`src/rtl/exc_entry_pkg.sv`:
```
package exc_entry_pkg;

    localparam int XLEN    = 32;
    localparam int OFF_CNT = 16;
    localparam int CAUSE_W = $clog2(OFF_CNT);
    localparam int SEL_W   = $clog2(OFF_CNT + 3);
    localparam int ALIGN   = 4;
    localparam int HALF    = XLEN / 2;
    localparam int MIDW    = HALF - ALIGN;

    localparam logic [CAUSE_W-1:0] CAUSE_FPU = CAUSE_W'(7);
    localparam logic [CAUSE_W-1:0] CAUSE_SYS = CAUSE_W'(8);
    localparam logic [CAUSE_W-1:0] CAUSE_AUX = CAUSE_W'(9);

    localparam logic [SEL_W-1:0] SEL_PFX = SEL_W'(OFF_CNT);
    localparam logic [SEL_W-1:0] SEL_MST = SEL_W'(OFF_CNT + 1);
    localparam logic [SEL_W-1:0] SEL_SYN = SEL_W'(OFF_CNT + 2);

    // machine-state bits forced low on entry (bit 0 = LSB)
    localparam int B_ULOCK  = 26;
    localparam int B_VEC    = 25;
    localparam int B_WAIT   = 18;
    localparam int B_EXTIRQ = 15;
    localparam int B_USER   = 14;
    localparam int B_FPU    = 13;
    localparam int B_FMODE0 = 11;
    localparam int B_FMODE1 = 8;
    localparam int B_IADDR  = 5;
    localparam int B_DADDR  = 4;

    localparam logic [XLEN-1:0] CLR_MASK =
        (XLEN'(1) << B_ULOCK)  | (XLEN'(1) << B_VEC)    |
        (XLEN'(1) << B_WAIT)   | (XLEN'(1) << B_EXTIRQ) |
        (XLEN'(1) << B_USER)   | (XLEN'(1) << B_FPU)    |
        (XLEN'(1) << B_FMODE0) | (XLEN'(1) << B_FMODE1) |
        (XLEN'(1) << B_IADDR)  | (XLEN'(1) << B_DADDR);

    localparam int SYN_SHORT_BIT = 5;

    typedef struct packed {
        logic [XLEN-1:0] save0;
        logic [XLEN-1:0] save1;
        logic [XLEN-1:0] mstate;
        logic [XLEN-1:0] synd;
        logic            redir_v;
        logic [XLEN-1:0] redir_addr;
    } core_state_t;

endpackage

```
`src/rtl/exc_offset_file.sv`:
```
module exc_offset_file
    import exc_entry_pkg::*;
#(
    parameter int W     = XLEN,
    parameter int CNT   = OFF_CNT,
    parameter int SW    = SEL_W,
    parameter int IW    = CAUSE_W,
    parameter int HW    = W / 2,
    parameter int AL    = ALIGN
) (
    input  logic             clk,
    input  logic             rst_n,
    input  logic             wr_en,
    input  logic [SW-1:0]    wr_sel,
    input  logic [W-1:0]     wr_data,
    input  logic [IW-1:0]    rd_idx,
    output logic [HW-AL-1:0] off_field,
    output logic [HW-1:0]    pfx_field
);
    typedef struct packed {
        logic [CNT-1:0][W-1:0] off;
        logic [W-1:0]          pfx;
    } ofs_t;

    ofs_t            r_d, r_q;
    logic [CNT-1:0]  hit;
    logic            pfx_hit;

    for (genvar g = 0; g < CNT; g++) begin : g_entry
        assign hit[g] = wr_en && (wr_sel == SW'(g));

        assert_off_write_R10: assert property (@(posedge clk) disable iff (!rst_n)
            hit[g] |=> (r_q.off[g] == $past(wr_data)));
    end

    assign pfx_hit = wr_en && (wr_sel == SW'(CNT));

    always_comb begin
        r_d = r_q;
        for (int i = 0; i < CNT; i++) begin
            if (hit[i]) r_d.off[i] = wr_data;
        end
        if (pfx_hit) r_d.pfx = wr_data;
    end

    always_ff @(posedge clk or negedge rst_n) begin
        if (!rst_n) r_q <= '0;
        else        r_q <= r_d;
    end

    // read uses the registered (old) contents
    assign off_field = r_q.off[rd_idx][HW-1:AL];
    assign pfx_field = r_q.pfx[W-1:HW];

endmodule

```
`src/rtl/exc_vec_build.sv`:
```
module exc_vec_build
    import exc_entry_pkg::*;
#(
    parameter int W  = XLEN,
    parameter int HW = W / 2,
    parameter int AL = ALIGN
) (
    input  logic [HW-1:0]    pfx_field,
    input  logic [HW-AL-1:0] off_field,
    output logic [W-1:0]     handler_addr
);
    always_comb begin
        handler_addr = {pfx_field, off_field, AL'(0)};
    end
endmodule

```
`src/rtl/exc_state_core.sv`:
```
module exc_state_core
    import exc_entry_pkg::*;
(
    input  logic             clk,
    input  logic             rst_n,
    input  logic             accept,
    input  logic             is_sys,
    input  logic             short_enc,
    input  logic [XLEN-1:0]  cur_pc,
    input  logic [XLEN-1:0]  next_pc,
    input  logic [XLEN-1:0]  handler_addr,
    input  logic             wr_en,
    input  logic [SEL_W-1:0] wr_sel,
    input  logic [XLEN-1:0]  wr_data,
    output logic [XLEN-1:0]  save0,
    output logic [XLEN-1:0]  save1,
    output logic [XLEN-1:0]  mstate,
    output logic [XLEN-1:0]  synd,
    output logic             redir_v,
    output logic [XLEN-1:0]  redir_addr
);
    core_state_t st_d, st_q;

    always_comb begin
        st_d         = st_q;
        st_d.redir_v = 1'b0;
        if (accept) begin
            st_d.save0      = is_sys ? next_pc : cur_pc;
            st_d.save1      = st_q.mstate;
            st_d.mstate     = st_q.mstate & ~CLR_MASK;
            if (is_sys) begin
                st_d.synd = short_enc ? (XLEN'(1) << SYN_SHORT_BIT) : '0;
            end
            st_d.redir_v    = 1'b1;
            st_d.redir_addr = handler_addr;
        end else if (wr_en) begin
            if (wr_sel == SEL_MST) st_d.mstate = wr_data;
            if (wr_sel == SEL_SYN) st_d.synd   = wr_data;
        end
    end

    always_ff @(posedge clk or negedge rst_n) begin
        if (!rst_n) st_q <= '0;
        else        st_q <= st_d;
    end

    assign save0      = st_q.save0;
    assign save1      = st_q.save1;
    assign mstate     = st_q.mstate;
    assign synd       = st_q.synd;
    assign redir_v    = st_q.redir_v;
    assign redir_addr = st_q.redir_addr;

    assert_fpu_ret_R2: assert property (@(posedge clk) disable iff (!rst_n)
        (accept && !is_sys) |=> (save0 == $past(cur_pc)));
    assert_sys_ret_R3: assert property (@(posedge clk) disable iff (!rst_n)
        (accept && is_sys) |=> (save0 == $past(next_pc)));
    assert_save_state_R4: assert property (@(posedge clk) disable iff (!rst_n)
        accept |=> (save1 == $past(mstate)));
    assert_clear_bits_R5: assert property (@(posedge clk) disable iff (!rst_n)
        accept |=> ((mstate & CLR_MASK) == '0));
    assert_keep_bits_R5: assert property (@(posedge clk) disable iff (!rst_n)
        accept |=> ((mstate & ~CLR_MASK) == ($past(mstate) & ~CLR_MASK)));
    assert_fpu_synd_R7: assert property (@(posedge clk) disable iff (!rst_n)
        (accept && !is_sys) |=> $stable(synd));
    assert_strobe_R8: assert property (@(posedge clk) disable iff (!rst_n)
        redir_v |=> (!redir_v || $past(accept)));

endmodule

```
`src/rtl/exc_entry_seq.sv`:
```
module exc_entry_seq
    import exc_entry_pkg::*;
(
    input  logic               clk,
    input  logic               rst_n,
    input  logic               exc_req,
    input  logic [CAUSE_W-1:0] exc_cause,
    input  logic               exc_short,
    input  logic [XLEN-1:0]    cur_pc,
    input  logic [XLEN-1:0]    next_pc,
    input  logic               wr_en,
    input  logic [SEL_W-1:0]   wr_sel,
    input  logic [XLEN-1:0]    wr_data,
    output logic               redirect_valid,
    output logic [XLEN-1:0]    redirect_addr,
    output logic [XLEN-1:0]    save0,
    output logic [XLEN-1:0]    save1,
    output logic [XLEN-1:0]    mstate,
    output logic [XLEN-1:0]    syndrome
);
    logic            served;
    logic            accept;
    logic            is_sys;
    logic [MIDW-1:0] off_field;
    logic [HALF-1:0] pfx_field;
    logic [XLEN-1:0] handler_addr;

    // cause 9 (auxiliary unit) and unknown codes are never taken
    always_comb begin
        served = (exc_cause == CAUSE_FPU) || (exc_cause == CAUSE_SYS);
        accept = exc_req && served;
        is_sys = (exc_cause == CAUSE_SYS);
    end

    exc_offset_file u_ofs (
        .clk       (clk),
        .rst_n     (rst_n),
        .wr_en     (wr_en),
        .wr_sel    (wr_sel),
        .wr_data   (wr_data),
        .rd_idx    (exc_cause),
        .off_field (off_field),
        .pfx_field (pfx_field)
    );

    exc_vec_build u_vec (
        .pfx_field    (pfx_field),
        .off_field    (off_field),
        .handler_addr (handler_addr)
    );

    exc_state_core u_core (
        .clk          (clk),
        .rst_n        (rst_n),
        .accept       (accept),
        .is_sys       (is_sys),
        .short_enc    (exc_short),
        .cur_pc       (cur_pc),
        .next_pc      (next_pc),
        .handler_addr (handler_addr),
        .wr_en        (wr_en),
        .wr_sel       (wr_sel),
        .wr_data      (wr_data),
        .save0        (save0),
        .save1        (save1),
        .mstate       (mstate),
        .synd         (syndrome),
        .redir_v      (redirect_valid),
        .redir_addr   (redirect_addr)
    );

    assert_ignore_cause_R9: assert property (@(posedge clk) disable iff (!rst_n)
        (exc_req && !served && !wr_en) |=>
            (!redirect_valid && $stable(save0) && $stable(save1) &&
             $stable(mstate) && $stable(syndrome)));
    assert_redirect_R8: assert property (@(posedge clk) disable iff (!rst_n)
        accept |=> redirect_valid);

endmodule

```
`config.mk`:
```
export PLATFORM = sky130hd
export DESIGN_NAME = exc_entry_seq
export DESIGN_NICKNAME = d
export VERILOG_FILES = /design/src/rtl/exc_entry_pkg.sv /design/src/rtl/exc_offset_file.sv /design/src/rtl/exc_vec_build.sv /design/src/rtl/exc_state_core.sv /design/src/rtl/exc_entry_seq.sv
export SDC_FILE = /design/constraint.sdc
export NUM_CORES = 1
export LEC_CHECK = 0
export BUFFER_PORTS_ARGS = -buffer_cell sky130_fd_sc_hd__buf_2
export CAP_MARGIN = 20
export CORE_UTILIZATION = 40
export DETAILED_ROUTE_END_ITERATION = 10
export GPL_ROUTABILITY_DRIVEN = 0
export PLACE_DENSITY = 0.64
export SETUP_SLACK_MARGIN = 0.4
export SYNTH_ARGS = -nofsm -noshare
export SYNTH_HDL_FRONTEND = slang
export SYNTH_SLANG_ARGS = --single-unit
```
`constraint.sdc`:
```
create_clock -name clk -period 2.6 [get_ports clk]
set_input_delay 0.78 -clock clk [delete_from_list [all_inputs] [get_ports clk]]
set_output_delay 0.78 -clock clk [all_outputs]
set_load 0.02 [all_outputs]
```
== Word level (Yosys, flattened, before mapping) ==
Index checks and enable logic that the tools add are counted.
Storage, ports and cells
  output and inout bits: 161
  input bits: 110
  word-level logic and storage cells: 83
  bits in registers: 701
Cells by class
  mux-type cells: 10
  bitwise gates (word level): 1
  reduce and logical (&&, ||, !) cells: 26
  order comparisons: 1
  equality and inequality tests: 21
Operator list (number)
  32-bit binary-select mux with 4-bit select: 1
  59-bit 2-to-1 mux: 2
  32-bit 2-to-1 mux: 3
  5-bit by 4-bit equality test with 1-bit output, second input constant: 8
  33-bit 2-to-1 mux: 1
  27-bit 2-to-1 mux: 1
  5-bit by 3-bit equality test with 1-bit output, second input constant: 4
  1-bit logical AND: 18
  16-bit 2-to-1 mux: 1
  5-bit equality test, second input constant: 3
  5-bit by 2-bit equality test with 1-bit output, second input constant: 2
  6-bit 2-to-1 mux: 1
  3-bit AND reduction: 2
  2-bit nonzero test: 3
  5-bit by 1-bit equality test with 1-bit output, second input constant: 1
  5-bit logical NOT: 1
  4-bit by 5-bit less-than comparator with 1-bit output, second input constant: 1
  4-bit by 3-bit equality test with 1-bit output, second input constant: 1
  4-bit equality test, second input constant: 1
  2-bit by 1-bit != test with 1-bit output, second input constant: 1
  2-bit AND reduction: 1
  1-bit logical OR: 1
  1-bit NOT: 1

== Logic depth before layout (Yosys ltp) ==
Gate-level depths: netlist (run 1).
  word-level depth: 5
  mapped depth: 9
  mapped depth without buffers: 5

== Hierarchy ==
Synthesis (run 1) repeated with hierarchy kept, for this count alone.
Second synthesis, totals
  cells, all modules: 1134
  area total of the unflattened synthesis: 16410.7 um^2
Modules (own cells, without submodules)
  exc_offset_file: instances 1, cells an instance 589, sequential area each 5205.0 um^2, area an instance 9459.1 um^2
  exc_state_core: instances 1, cells an instance 509, sequential area each 4028.9 um^2, area an instance 6666.4 um^2
  exc_vec_build: instances 1, cells an instance 33, sequential area each 0.0 um^2, area an instance 244.0 um^2
  exc_entry_seq: instances 1, cells an instance 3, sequential area each 0.0 um^2, area an instance 41.3 um^2

== Worst setup path after synthesis (run 1) ==
No wires, ideal clock.
  path type: input port to flip-flop
  from: input port exc_cause[3]
  to: register u_core.st_q (netlist bit u_core.synd[21])
  cell stages on the path: 8
  path buffers: 3
  setup slack: 0.255 ns
  required time: 2.475 ns
  setup time: 0.125 ns
  arrival time: 2.220 ns
  cell sequence: buf_2 -> nor4b_4 -> buf_4 -> o21ai_4 -> inv_2 -> o21ai_4 -> buf_6 -> mux2_4
On the way
  longest elaborated chain between the ends: 5
  elaborated cells between the ends (all ways): 9
  classes of those cells: 3 x eq/ne; 1 x mux; 5 x reduce/logical
Ends and longest elaborated chain
  start, declared: RTL line exc_entry_seq.sv:7  | input logic [CAUSE_W-1:0] exc_cause,
  4-bit by 3-bit equality test with 1-bit output / 4-bit equality test (equally long branches): RTL line exc_entry_seq.sv:30, exc_entry_seq.sv:32
  1-bit logical OR: RTL line exc_entry_seq.sv:30  | served = (exc_cause == CAUSE_FPU) || (exc_cause == CAUSE_SYS);
  1-bit logical AND: RTL line exc_entry_seq.sv:31  | accept = exc_req && served;
  2-bit by 1-bit != test with 1-bit output (no line) / 2-bit nonzero test (equally long branches)
  3-bit AND reduction (no line)
  end signal, assigned: RTL line exc_state_core.sv:44  | else st_q <= st_d;
  end, declared: RTL line exc_state_core.sv:22  | core_state_t st_d, st_q;
Several ways; a longest one is shown, not always the timed one.
A chain may end at the register's enable or synchronous reset.

== Final worst setup path (run 1) ==
  from: input port exc_cause[3]
  to: register u_core.st_q (netlist bit u_core.redir_addr[7])
On the way
  longest elaborated chain between the ends: 3
  elaborated cells between the ends (all ways): 6
  classes of those cells: 2 x eq/ne; 2 x mux; 2 x reduce/logical
Ends and longest elaborated chain
  parallel branches: the longest is 3 deep, another holds 32-bit binary-select mux with 4-bit select
Several ways; the timed one is not identified. The select of a mux whose other input is x is not followed.

==> results of run 1 <==
## per-stage QoR
stage	hold slack, ns	std cells	setup WS, ns	cell area (um2)	total power [uW]
floorplan	0.433	1135	0.352	15800	9460
global placement	0.440	1886	0.0230	17900	10700
detailed placement	0.449	1886	-0.0116	17900	10800
CTS	0.170	1951	0.549	19100	16300
global route	0.193	1953	0.497	19100	16900
finish	0.169	1954	0.549	19100	16100
## area by class of cell
cell class              count  area (um2)
inverters                   1        3.75
well taps                 518         648
clock inverters            14         166
multi-input cells         682        6180
diodes                      3        7.51
fillers                  3436       19600
clock buffers              51        1080
flip-flops and latches    365        9130
repair buffers            320        1910
## logic make-up after synthesis
| group | share of synthesized area (%) |
|---|---|
| DFF | 58.1 |
| and+or+nand+nor | 6.83 |
| AOI/OAI and AO/OA | 3.54 |
| other | 0.0239 |
| muxes | 28.7 |
| buffers and inverters | 2.83 |
## layout by cell type, fill, tap and decap left out, types with 33 or more instances in the layout
cell / instances
clkbuf_16: 38
and3_1: 34
nand2_1: 190
buf_4: 41
dfrtp_1: 365
o21ai_0: 33
mux2i_1: 44
mux2_2: 217
mux4_2: 48
buf_2: 265
## critical path: stages
cell and delay, ns:
buf_2 0.16, buf_4 0.13, buf_4 0.34, mux4_2 0.36, mux2i_1 0.37, a211oi_1 0.14, a21o_1 0.17
## power breakdown
group,switching [uW],internal (uW),total (uW)
sequential,654,6820,7470
clock,2240,3220,5460
combinational,1710,1510,3220
## routing by layer
metal	global-route usage, %	vias to the layer above	wire (um)
li1	-	4556	-
met1	28.3	5266	18200
met2	34.6	308	19900
met3	3.77	63	2160
met4	6.84	0	1050
met5	0	-	0
## worst min-delay path by stage
stage                            start  cells past startpoint                    end
finish                           rst_n                      1  u_core.redir_addr[27]
global route                     rst_n                      1  u_core.redir_addr[24]
CTS                              rst_n                      1    u_ofs.pfx_field[11]
detailed placement  u_ofs.pfx_field[3]                      2  u_core.redir_addr[19]
global placement    u_ofs.pfx_field[5]                      2  u_core.redir_addr[21]
floorplan           u_ofs.pfx_field[0]                      2  u_core.redir_addr[16]
## flip-flops by register name, indices dropped and copies added (netlist names)
name	count
u_core.mstate	32
u_core.redir_v	1
u_core.save1	32
u_core.save0	32
u_core.synd	32
u_core.redir_addr	28
u_ofs.pfx_field	16
u_ofs.r_q	192
==> results_dict.tcl, run 1 <==
set metrics [dict create \
    drt-total-wl_um 41400 \
    timing.final.crit_share_pct 78.9 \
    vias_per_cell 5.22 \
    r2r_cells 4 \
    synthCells 1132 \
    h-tree-depth 2 \
    critical_path.reg2reg.endpoint "u_core.redir_addr[7]" \
    antenna_found_initial 5 \
    p_per_area_nw_per_um2 844 \
    cap_violations 0 \
    startpoint_type "input pin" \
    cts-root-buf "clkbuf_16" \
    setup_violations 0 \
    start_util_pct 40.6 \
    route.detailed.drc 0 \
    first_pass_iters 5 \
    vias 10200 \
    reg2reg_setup_slack_ns 0.98 \
    peakVddDrop_uv 382 \
    grt_pass1_vias 10800 \
    drt-wirelength-per-cell_um 21.2 \
    layout_min_cycle_time_ns 2.05 \
    cp.arrival_ns 2.48 \
    synth.distinct_cells 35 \
    cts_resized 0 \
    rows 72 \
    async_flop_share_pct 100 \
    clock-sinks 365 \
    grt_max_degree 61 \
    endpoint "u_core.redir_addr[7]" \
    finalSetupTns_ns 0 \
    die_h_um 200 \
    synth.area.top_cells "dfrtp_1 (58%), mux2_2 (16%), mux4_2 (6.9%)" \
    clk_latency_ns 0.54 \
    worst_pin_slew_ns 0.546 \
    max_freq_mhz 488 \
    grt_pass1_wl_um 65000 \
    synth_ff_type "dfrtp_1" \
    post_cts_buffers 0 \
    yosys_register_bits 365 \
    drt-initial-drc-count 464 \
    hold_buffers 0 \
    die-area_um2 40100 \
    slew_headroom_pct 63.6 \
    hold_viol 0 \
    startpoint "exc_cause[3]" \
    worst_setup_path_end_kind "register" \
    outcome "completed" \
    drv_slew 0 \
    port_buffers 266 \
    grt_overflow 0 \
    yosysMostFrequentCell "dfrtp_1" \
    finalClockSkew_ns 0.0132 \
    syn_avg_cell_area_um2 13.9 \
    layout-drive-gt1-share_pct 46.7 \
    synth_area_um2 15700 \
    rsz0062_at_grt "no" \
    synth-edff-count 0 \
    cts_buffer_depth 3 \
    io_pins 271 \
    path_max_fanout 24 \
    die_w_um 200 \
    synth_seq_area_share_pct 58.1 \
    area_growth_syn_to_layout_pct 21.7 \
    final_util_pct 49.4 \
    dpl.hpwl_um 28100 \
    r2r_start "u_ofs.r_q[103]" \
    power_leakage_uw 0.00958 \
    grt_util_all_layers_pct 21.0 \
    synth_top_cell_by_area "dfrtp_1" \
    crit_type "input pin to register" \
    synth_common_cells "dfrtp_1 (365), mux2_2 (217), nand2_1 (190)" \
    yosysWarningCount 0 \
    nNetsFinal 1518 \
    cts_tree "built" \
    clk_pin_slew_ns 0.06 \
    worst_ep_required_time_ns 3.03 \
    cts-buffers-inserted 38 \
    synth_top_area_share_pct 58.1 \
    ant_nets 0 \
    hp-class "input pin to async pin" \
    core_um2 38700 \
]
Power figures use the tool's default switching activity.
==> run 2, diff against run 1 <==
ABC_AREA = 1   (was not set)
clock period = 2 ns   (was 2.6 ns; I/O delays follow)
==> run 2 against run 1 <==
Net effect:
- cell count increased by 42%
- combinational power increased by 84%
- worst hold slack improved by 0.14 ns
- sequential cell count unchanged
==> results_dict.tcl, run 2 <==
set metrics [dict create \
    hp-class "input pin to register" \
    drt-wirelength-per-cell_um 18.2 \
    layout_common_cells "nand2_1 (737), dfrtp_1 (359), o21ai_0 (207)" \
    slew_headroom_pct 65.9 \
    reg2reg_setup_slack_ns 0.84 \
    place_inst 2591 \
    antenna_found_initial 9 \
    r2r_start "u_ofs.r_q[204]" \
    yosys_register_bits 365 \
    crit_buf_inv 1 \
    path_max_fanout 2 \
    async_flop_share_pct 100 \
    dpl.hpwl_um 30800 \
    grt_pass1_wl_um 77100 \
    area_growth_syn_to_layout_pct 33.6 \
    port_buffers 266 \
    cts_tree "built" \
    setup_violations 0 \
    hold_start "wr_data[3]" \
    grt_max_degree 97 \
    io_pins 271 \
    path_delay_family "flip-flops" \
    stdcell_area_um2 21100 \
    path_cells "buf_6" \
    grt_overflow 0 \
    grt_util_all_layers_pct 24.3 \
    outcome "completed" \
    p_per_area_nw_per_um2 1080 \
    final_common_cell "nand2_1" \
    finalClockSkew_ns 0.0176 \
    worst_ep_required_time_ns 1.40 \
    syn_avg_cell_area_um2 8.44 \
    clock-sinks 365 \
    drt-initial-drc-count 1508 \
    first_pass_iters 5 \
    crit_type "register to primary output" \
    max_stage_delay_ns 0.46 \
    power_uw 22700 \
    synth_area_um2 15800 \
    worst_pin_slew_ns 0.511 \
    largest-register "u_ofs.r_q" \
    clk_latency_ns 0.54 \
    ant_nets 0 \
    clk_pin_slew_ns 0.06 \
    synth_top_area_share_pct 58.0 \
    placed_area_um2 17900 \
    synth_common_cells "nand2_1 (749), dfrtp_1 (365), o21ai_0 (224)" \
    startpoint_type "register" \
    grt_pass1_vias 13400 \
    core_um2 38700 \
    cp.arrival_ns 1.16 \
    drt-total-wl_um 50300 \
    worst_hold_path.endpoint "u_core.mstate[3]" \
    hold_viol 0 \
    r2r_cells 8 \
    fin_ws_ns 0.244 \
    finalSetupTns_ns 0 \
    rsz0062_at_grt "yes" \
    synth_top_cell_by_area "dfrtp_1" \
    cts-root-buf "clkbuf_16" \
    nNetsFinal 2328 \
    power_leakage_uw 0.0105 \
    cts-buffers-inserted 38 \
    synthCells 1867 \
    cts_buffer_depth 3 \
    route.detailed.drc 0 \
    peakVddDrop_uv 579 \
    min_path_cells 3 \
    yosysWarningCount 0 \
    die-area_um2 40200 \
    post-place-ws_ns -0.228 \
    vias 14300 \
    cap_violations 0 \
    yosysMostFrequentCell "nand2_1" \
    critical_path.reg2reg.endpoint "u_core.redir_addr[12]" \
    h-tree-depth 2 \
    vias_per_cell 5.17 \
    fin_cells 2772 \
    timing.final.crit_share_pct 87.8 \
    layout_min_cycle_time_ns 1.76 \
    max_freq_mhz 570 \
    layout-drive-gt1-share_pct 24.3 \
    synth.distinct_cells 26 \
    synth_ff_type "dfrtp_1" \
    rows 72 \
    synth-edff-count 0 \
    die_h_um 200 \
    largest_reg_flops 192 \
    drv_slew 0 \
    synth.area.top_cells "dfrtp_1 (58%), nand2_1 (18%), o21ai_0 (7.1%)" \
    worst_setup_path_end_kind "primary output" \
    synth_seq_area_share_pct 58.0 \
    start_util_pct 40.7 \
    critPathSlowestCell "dfrtp_2" \
    die_w_um 200 \
]
[run 2: cell count changes after synthesis, moves of 54 or more]
cell / change
nand3_1: +180
o21ai_1: +54
o21ai_0: +191
inv_1: +59
mux2_2: -217
nand2_1: +559
[run 2: repair_timing]
action	in CTS	in global routing
endpoints found under the setup margin	194	236
buffers inserted	58	43
endpoints found under the hold margin	8	0
hold buffers	1	0
gates cloned	1	2
resized for setup	322	13
pin swaps	1	1
[run 2: power breakdown]
group / internal (uW) / total, uW / switching [uW]
Clock: 4110 / 6960 / 2850
Combinational: 2860 / 5920 / 3060
Sequential: 8860 / 9830 / 969
Total: 15800 / 22700 / 6880
[run 2: final cells by class]
type / instances / area [um2]
multi-input combinational: 1310 / 5800
sequential: 365 / 9140
clock inverter: 2 / 10.0
timing repair buffer: 439 / 3970
fill: 3339 / 17700
antenna: 10 / 25.0
tap: 518 / 648
inverter: 64 / 248
clock buffer: 64 / 1210
[run 2: worst max path at each step]
stage	start	to	depth (start not counted)	slack [ns]
6_report	u_core.mstate[4]	mstate[4]	1	0.24
5_1_grt	u_core.mstate[8]	mstate[8]	1	0.22
4_1_cts	u_core.mstate[4]	mstate[4]	1	0.24
3_5_place_dp	exc_cause[3]	u_core.save1[2]	10	-0.23
2_1_floorplan	wr_sel[2]	u_core.mstate[19]	6	0.32
3_3_place_gp	exc_cause[3]	u_core.save1[10]	10	-0.18
[run 2: layer usage]
metal / share of wire [%] / GRT usage [%]
met5: 0 / 0
met4: 4.2 / 10.6
met3: 7.2 / 4.76
met2: 47 / 38.9
met1: 41 / 32.3
[run 2: cell families (layout without fill, tap and decap cells)]
family | Yosys count | count (layout) | share of synthesized area [%]
simple gates | 979 | 980 | 25.2
other cells | 1 | 14 | 0.0238
flops | 365 | 365 | 58.0
buf+inv | 196 | 569 | 5.79
compound gates | 326 | 326 | 11.0
[run 2: through the flow]
step,utilization (%),hold WS (ns)
final,54.3,0.306
after global routing,54.3,0.311
after CTS,53.2,0.280
after detailed placement,46.3,0.438
after global placement,46.3,0.442
after floorplan,-,0.304
